File: src/rtl/storm_limiter.sv
module storm_limiter #(
  parameter int NPORTS = 4,
  parameter int PRE_W  = 16,
  parameter int LIM_W  = 8,
  parameter int PORT_W = (NPORTS > 1) ? $clog2(NPORTS) : 1
) (
  input  logic                      clk,
  input  logic                      rst_n,
  input  logic                      cfg_enable,
  input  logic [PRE_W-1:0]          cfg_prescale,
  input  logic [NPORTS*LIM_W-1:0]   cfg_bc_limit,
  input  logic [NPORTS*LIM_W-1:0]   cfg_mc_limit,
  input  logic                      frm_valid,
  input  logic [47:0]               frm_dmac,
  input  logic [PORT_W-1:0]         frm_port,
  output logic                      dec_valid,
  output logic                      dec_drop
);

  logic [PRE_W-1:0] pcnt;
  logic [PRE_W:0]   pre_eff, pnext;
  logic             tick;

  assign pnext   = {1'b0, pcnt} + 1'b1;
  assign pre_eff = (cfg_prescale == '0) ? (PRE_W+1)'(1) : {1'b0, cfg_prescale};
  assign tick    = cfg_enable && (pnext >= pre_eff);

  always_ff @(posedge clk) begin
    if (!rst_n || !cfg_enable) pcnt <= '0;
    else if (tick)             pcnt <= '0;
    else                       pcnt <= pnext[PRE_W-1:0];
  end

  logic is_bc, is_mc, port_ok;
  assign is_bc   = &frm_dmac;
  assign is_mc   = frm_dmac[40] && !is_bc;
  assign port_ok = 32'(frm_port) < NPORTS;

  logic [LIM_W-1:0] bc_all [NPORTS];
  logic [LIM_W-1:0] mc_all [NPORTS];
  logic [LIM_W-1:0] lim, cur_cnt, cnt_eff, cnt_inc;
  logic             hit;

  assign lim     = is_bc ? cfg_bc_limit[frm_port*LIM_W +: LIM_W]
                         : cfg_mc_limit[frm_port*LIM_W +: LIM_W];
  assign cur_cnt = is_bc ? bc_all[frm_port] : mc_all[frm_port];
  assign cnt_eff = tick ? '0 : cur_cnt;
  assign cnt_inc = (&cnt_eff) ? cnt_eff : cnt_eff + 1'b1;
  assign hit     = frm_valid && cfg_enable && port_ok && (is_bc || is_mc) &&
                   (lim != '0) && (cnt_eff >= lim);

  for (genvar p = 0; p < NPORTS; p++) begin : g_port
    logic [LIM_W-1:0] bc_q, mc_q;
    logic             take;

    assign take = frm_valid && cfg_enable && port_ok &&
                  (32'(frm_port) == p) && !hit;

    always_ff @(posedge clk) begin
      if (!rst_n || !cfg_enable) begin
        bc_q <= '0;
        mc_q <= '0;
      end else begin
        if (take && is_bc) bc_q <= cnt_inc;
        else if (tick)     bc_q <= '0;
        if (take && is_mc) mc_q <= cnt_inc;
        else if (tick)     mc_q <= '0;
      end
    end

    assign bc_all[p] = bc_q;
    assign mc_all[p] = mc_q;
  end

  always_ff @(posedge clk) begin
    if (!rst_n) begin
      dec_valid <= 1'b0;
      dec_drop  <= 1'b0;
    end else begin
      dec_valid <= frm_valid;
      dec_drop  <= hit;
    end
  end

endmodule


File: config.mk
export PLATFORM = sky130hd
export DESIGN_NAME = storm_limiter
export DESIGN_NICKNAME = d
export VERILOG_FILES = /design/src/rtl/storm_limiter.sv
export SDC_FILE = /design/constraint.sdc
export NUM_CORES = 1
export LEC_CHECK = 0
export BUFFER_PORTS_ARGS = -buffer_cell sky130_fd_sc_hd__clkbuf_2
export CORE_MARGIN = 2
export CORE_UTILIZATION = 55
export CTS_BUF_LIST = sky130_fd_sc_hd__clkbuf_4
export CTS_CLUSTER_DIAMETER = 200
export CTS_CLUSTER_SIZE = 10
export DETAILED_ROUTE_END_ITERATION = 6
export GPL_ROUTABILITY_DRIVEN = 1
export PLACE_DENSITY_LB_ADDON = 0.08
export REMOVE_ABC_BUFFERS = 1
export SLEW_MARGIN = 10
export SYNTH_ARGS = -nofsm -noshare
export SYNTH_HDL_FRONTEND = slang
export SYNTH_SLANG_ARGS = --single-unit
File: constraint.sdc
create_clock -name clk -period 5.1 [get_ports clk]
set_clock_uncertainty 0.15 [all_clocks]
set_input_delay 0.51 -clock clk [delete_from_list [all_inputs] [get_ports clk]]
set_output_delay 0.51 -clock clk [all_outputs]
set_load 0.02 [all_outputs]
==> flow_summary_export.csv, run 1 <==
group,metric,value,unit
synthesis,ys_seq_area_share,33.4,%
place,place_ws,-28.6,ps
timing,period_share,93.9,%
critical_path,cp-end-kind,"flip-flop",
synthesis,ys.flop_type,"dfxtp_1",
global_routing,grt_pass1_vias,4417,
timing,tightest_slew,692,ps
pwr,vdd_ir_drop_max,0.000178,V
synthesis,synth_area_leader_cell,"dfxtp_1",
global_routing,grt_max_degree,19,
pwr,p_sw_share,26.5,%
cells_and_area,area_growth,23.5,%
global_routing,antenna_found_initial,0,
timing,maxSlewViolCount,0,
critical_path,worstPathRequired,5290,ps
place,dp.final_hpwl,11100,um
clock_tree,clk_path_buf_depth,2,
critical_path,arrival,4970,ps
die,fp.dieW,98.5,um
place,io_buffers,135,
critical_path,critPathKind,"flip-flop to flip-flop",
die,initial_core_util,56.6,%
critical_path,worst-path-max-fanout,8,
pwr,power_leakage,0.00281,uW
timing,hold_viol,0,
die,std_cell_rows,34,
drt,drt_pass1_iterations,5,
clock_tree,cts-root-buf,"clkbuf_4",
cells_and_area,fin_nets,785,
drt,drt-initial-drc-count,248,
timing,relSlewSlack,53.7,%
global_routing,grt_pass1_wl,22200,um
clock_tree,clock-sinks,82,
critical_path,cp_num_buf_inv,3,
timing,setup_viol,0,
critical_path,worst_setup_path_start_kind,"flip-flop",
pwr,p_per_area,197,mW/mm^2
clock_tree,htree_levels,3,
hold_path,hold_class,"input port to flip-flop",
die,pin_count,136,
place,place_congestion,0.949,
pwr,power_frac_seq,53.9,%
pwr,clockPowerShare,32.1,%
timing,worst_slack,314,ps
critical_path,cp_top_family,"compound AO/OA/AOI/OAI gates",
timing,period_needed,4790,ps
die,fp.dieH,98.5,um
synthesis,synth_area,0.00491,mm^2
job,cap_violations,0,
global_routing,overflow,0,
drt,ant_nets,0,
die,core_area,0.00868,mm^2
outcome,outcome,"finished, final reports clean",
pwr,p_int,876,uW
global_routing,grt_usage,28.8,%
drt,wirelength,14200,um
synthesis,synth_top_area_share,33.4,%
clock_tree,path_clk_slew,140,ps
clock_tree,hold_buffers,0,
synthesis,synth.avg_cell_area,10.4,um^2
clock_tree,clk_latency,440,ps
critical_path,cp_slowest_stage_delay,350,ps
clock_tree,cts_tree,"built",
synthesis,netlist_instances,471,
synthesis,synth_area_leaders,"dfxtp_1 (33%), mux4_2 (13%), a22o_1 (11%)",
critical_path,worst_path_max_delay_cell,"dfxtp_2",
synthesis,synth_seq_cells,82,
cells_and_area,layout-drive-gt1-share,39.4,%
synthesis,synth-edff-count,0,
place,place_inst,718,
clock_tree,cts_inserted_buffers,9,
cells_and_area,insertedDiodeCount,0,
synthesis,synthArstFlopShare,0,%
die,die_area,0.00970,mm^2
timing,fmax,0.209,GHz
drt,drc,0,
drt,vias,4531,
pwr,netSwitchingPower,316,uW
synthesis,ys_types,57,
drt,vias_per_cell,6.15,
synthesis,yosysWarnings,0,
pwr,comb_power_share,14.0,%
drt,wl_per_cell,19.3,um
cells_and_area,fin_cells,737,
timing,rsz0062_at_grt,"no",
==> per-layer routing <==
layer	vias to the layer above	routed length, um	share of wire (%)	track usage, %
met5	-	0	0	0
li1	2120	-	-	-
met2	180	7000	49	49.4
met3	29	914	6.4	4.61
met4	0	304	2.1	8.85
met1	2202	5990	42	37.6
==> cell usage after synthesis, drive strengths merged, types with 2 or more instances <==
| cell type | n |
|---|---|
| a211oi | 3 |
| a21o | 5 |
| a21oi | 9 |
| a22o | 64 |
| a22oi | 2 |
| a31oi | 9 |
| a41o | 2 |
| and2 | 9 |
| and3 | 7 |
| and3b | 2 |
| and4 | 4 |
| buf | 10 |
| clkbuf | 11 |
| dfxtp | 82 |
| ha | 26 |
| inv | 18 |
| mux2 | 4 |
| mux2i | 15 |
| mux4 | 28 |
| nand2 | 30 |
| nand2b | 5 |
| nand3 | 16 |
| nand4 | 20 |
| nor2 | 19 |
| nor2b | 23 |
| nor4 | 6 |
| o211ai | 2 |
| o21a | 2 |
| o21ai | 7 |
| or2 | 2 |
| or3 | 2 |
| xnor2 | 9 |
| xor2 | 8 |
==> registers in the layout, summed over array words and instances (netlist names) <==
name         flops
dec_drop         1
dec_valid        1
g_port.bc_q     32
g_port.mc_q     32
pcnt            16
==> layout make-up <==
| cell class | instances | area [um^2] |
|---|---|---|
| Clock buffer | 9 | 67.6 |
| Clock inverter | 6 | 65.1 |
| Fill cell | 704 | 2610 |
| Inverter | 18 | 67.6 |
| Multi-Input combinational cell | 350 | 3180 |
| Sequential cell | 82 | 1650 |
| Tap cell | 108 | 135 |
| Timing Repair Buffer | 164 | 902 |
==> power by group through the flow <==
stage | sequential, uW | combinational, uW | clock (uW)
after global placement | 657 | 159 | 0
after CTS | 643 | 164 | 392
final | 643 | 167 | 383
after global routing | 644 | 182 | 413
after floorplan | 658 | 71.7 | 0
after detailed placement | 657 | 163 | 0
==> metrics by stage <==
stage	instance area (um^2)	util [%]	TNS (ps)	power (uW)	hold WS, ps
floorplan	4810	-	0	729	287
detailed placement	5810	66.9	-159	820	307
global route	6060	69.9	0	1240	181
finish	6060	69.9	0	1190	169
CTS	5950	68.5	0	1200	164
global placement	5810	66.9	0	816	302
==> cells by family (layout without fill, tap and decap cells) <==
logic type / after synthesis / count (layout) / synth area share (%)
adder cells (fa/ha/maj): 26 / 26 / 6.62
buffers and inverters: 39 / 197 / 3.41
flip-flops: 82 / 82 / 33.4
multiplexers: 47 / 47 / 16.9
XOR/XNOR: 17 / 17 / 3.03
AND/OR/NAND/NOR: 148 / 148 / 17.4
AO/OA/AOI/OAI: 112 / 112 / 19.2
==> what timing repair did <==
action,in CTS,in global routing
gates resized for setup,1,29
pin swaps,0,4
endpoints found under the setup margin,8,64
cloned,0,1
buffers inserted,0,3
==> final timing paths <==
check	from	end	slack [ps]	cells after the start
max	pcnt[4]$_SDFF_PP0_	g_port[1].mc_q[5]$_SDFFE_PP0P_	310	25
min	frm_valid	dec_valid$_SDFF_PN0_	170	2
min reg2reg	g_port[1].bc_q[6]$_SDFFE_PP0P_	g_port[1].bc_q[6]$_SDFFE_PP0P_	340	1
max reg2reg	pcnt[4]$_SDFF_PP0_	g_port[1].mc_q[5]$_SDFFE_PP0P_	310	25
==> layout by cell type (no fill, tap or decap), types with 7 or more instances in the layout <==
cell type | Yosys | routed
buf_4 | 2 | 25
inv_1 | 18 | 18
ha_1 | 26 | 26
mux2i_1 | 15 | 15
a21oi_1 | 9 | 8
xor2_1 | 8 | 7
nor2b_1 | 23 | 23
nand2_1 | 30 | 30
nor2_1 | 19 | 18
xnor2_1 | 9 | 8
clkbuf_2 | 1 | 135
clkbuf_4 | 0 | 9
a22o_1 | 64 | 64
mux4_2 | 28 | 28
dfxtp_1 | 82 | 76
nand4_1 | 19 | 19
nand3_1 | 14 | 14
Note: power is estimated with default switching activity, not from simulation.
==> run 2: changes to the inputs <==
Settings changed: BUFFER_PORTS_ARGS -buffer_cell sky130_fd_sc_hd__clkbuf_2 to -buffer_cell sky130_fd_sc_hd__buf_4.
==> run 2 against run 1 <==
  * Final cell count fell by 1.2%
  * Utilization rose by 4.3 points
  * Critical path type unchanged
  * Sequential cell count did not move
  * Worst hold slack got worse by 34 ps
  * Largest power group unchanged
  * Critical path depth fell by 2
  * Clock power rose by 22%
  * Sequential power barely moved
  * First-iteration DRC count rose by 17%
  * Worst setup slack got worse by 150 ps
  * Global-route usage rose by 0.77 points
==> flow_summary_export.csv, run 2 (synthesis results as in run 1) <==
group,metric,value,unit
timing,fmax,0.203,GHz
cells_and_area,fin_cells,728,
critical_path,cp-end-kind,"flip-flop",
pwr,clockPowerShare,35.7,%
die,fp.dieH,98.5,um
timing,hold_viol,0,
pwr,finalPower,1310,uW
global_routing,grt_max_degree,37,
critical_path,regToRegSetupSlack,160,ps
critical_path,r2r-end,"g_port[2].bc_q[0]$_SDFFE_PP0P_",
timing,tns,0,ps
outcome,outcome,"finished, final reports clean",
hold_path,hold_depth,2,
die,die_area,0.00970,mm^2
critical_path,rr_worst_depth,23,
drt,vias,4601,
critical_path,arrival,5120,ps
cells_and_area,final_cell_mix,"buf_4 (148), dfxtp_1 (80), a22o_1 (64), nand2_1 (30), mux4_2 (28)",
pwr,p_int,962,uW
place,io_buffers,135,
clock_tree,clock-sinks,82,
cells_and_area,largest_registers,"g_port.bc_q (32), g_port.mc_q (32), pcnt (16)",
clock_tree,clk_latency,440,ps
critical_path,worstPathRequired,5280,ps
timing,maxSlewViolCount,0,
clock_tree,hold_buffers,0,
timing,relSlewSlack,16.1,%
clock_tree,clk_path_buf_depth,2,
clock_tree,cts-root-buf,"clkbuf_4",
critical_path,critPathKind,"flip-flop to flip-flop",
pwr,comb_power_share,15.0,%
cells_and_area,layout-drive-gt1-share,38.4,%
global_routing,grt_usage,29.5,%
drt,wirelength,14800,um
cells_and_area,fin_nets,774,
critical_path,worst_setup_path_start_kind,"flip-flop",
critical_path,worst-path-max-fanout,8,
global_routing,grt_pass1_vias,4455,
clock_tree,htree_levels,3,
pwr,netSwitchingPower,344,uW
global_routing,overflow,0,
hold_path,hold_class,"input port to flip-flop",
global_routing,grt_pass1_wl,22800,um
pwr,p_sw_share,26.3,%
pwr,p_per_area,203,mW/mm^2
die,std_cell_rows,34,
die,core_area,0.00868,mm^2
pwr,power_frac_seq,49.3,%
timing,tightest_slew,1260,ps
timing,period_needed,4940,ps
drt,drt-initial-drc-count,290,
critical_path,r2r_start,"pcnt[3]$_SDFF_PP0_",
timing,setup_viol,0,
timing,period_share,96.8,%
die,fp.dieW,98.5,um
drt,drt_pass1_iterations,5,
die,initial_core_util,56.6,%
drt,drc,0,
place,place_congestion,0.918,
critical_path,crit_start,"pcnt[3]$_SDFF_PP0_",
global_routing,antenna_found_initial,1,
cells_and_area,final_common_cell,"buf_4",
place,place_ws,-199,ps
cells_and_area,area_growth,31.1,%
clock_tree,cts_inserted_buffers,9,
drt,wl_per_cell,20.3,um
drt,ant_nets,0,
pwr,power_leakage,0.00288,uW
clock_tree,path_clk_slew,160,ps
place,place_inst,705,
clock_tree,cts_tree,"built",
critical_path,crit_end,"g_port[2].bc_q[0]$_SDFFE_PP0P_",
die,pin_count,136,
job,cap_violations,0,
pwr,vdd_ir_drop_max,0.000156,V
timing,worst_slack,164,ps
drt,vias_per_cell,6.32,
place,dp.final_hpwl,11000,um
[run 2: cell count changes in the layout (fill, tap and decap cells not counted), moves of 3 or more]
cell / before / now
a31oi_2: 5 / 2
dfxtp_1: 76 / 80
buf_4: 25 / 148
clkbuf_2: 135 / 0
dfxtp_2: 6 / 2
a31oi_4: 2 / 6
[run 2: cell type report]
cell class | instances | area (um^2)
multi-input combinational | 350 | 3220
fill | 624 | 2240
sequential | 82 | 1640
timing repair buffer | 153 | 1200
tap | 108 | 135
clock inverter | 7 | 105
clock buffer | 9 | 67.6
inverter | 18 | 67.6
antenna | 1 | 2.50
[run 2: worst min-delay path by stage]
stage | from | to | slack, ps
6_report | frm_valid | dec_valid$_SDFF_PN0_ | 140
5_1_grt | frm_valid | dec_valid$_SDFF_PN0_ | 130
4_1_cts | frm_valid | dec_valid$_SDFF_PN0_ | 120
3_5_place_dp | g_port[3].bc_q[2]$_SDFFE_PP0P_ | g_port[3].bc_q[2]$_SDFFE_PP0P_ | 310
3_3_place_gp | g_port[3].mc_q[2]$_SDFFE_PP0P_ | g_port[3].mc_q[2]$_SDFFE_PP0P_ | 300
2_1_floorplan | g_port[2].bc_q[2]$_SDFFE_PP0P_ | g_port[2].bc_q[2]$_SDFFE_PP0P_ | 290
[run 2: power groups by stage]
| stage | registers (uW) | clock network, uW | logic (uW) |
|---|---|---|---|
| final | 644 | 466 | 196 |
| after global routing | 644 | 495 | 211 |
| after global placement | 657 | 0 | 182 |
| after detailed placement | 657 | 0 | 186 |
| after floorplan | 658 | 0 | 71.7 |
| after CTS | 643 | 468 | 192 |
[run 2: metal layers]
layer	GRT usage, %	share of wire, %	vias to the layer above
met1	38.6	39	2244
met3	5.32	8.0	26
met2	51.0	51	222
li1	-	-	2109
met5	0	0	-
met4	7.59	1.7	0
[run 2: worst max-delay path, stage by stage, from the launching register on]
cell and delay, ps:
dfxtp_1 380, and4_4 240, and4_4 260, and3_1 190, xor2_1 200, ha_1 290, a211oi_2 220, nor2_1 110
a2111oi_2 250, buf_4 180, o2bb2ai_1 80, or2_2 330, ha_1 290, nand2b_1 140, a21o_1 170, a21oi_1 140
o21ai_0 110, a21oi_1 170, o21ai_2 90, o211ai_4 120, buf_12 180, a31oi_2 100, buf_6 210, a22o_1 230
[run 2: timing repair]
action,CTS,global route
endpoints found under the setup margin,64,64
gates cloned,0,1
resized for setup,14,20
pin swaps,2,9
buffers inserted,3,2
[run 2: stage by stage]
step / instance area, um^2 / hold WS (ps) / util, %
CTS: 6340 / 125 / 73.1
global route: 6440 / 135 / 74.2
floorplan: 4810 / 287 / -
detailed placement: 6050 / 305 / 69.7
finish: 6440 / 136 / 74.2
global placement: 6050 / 304 / 69.7
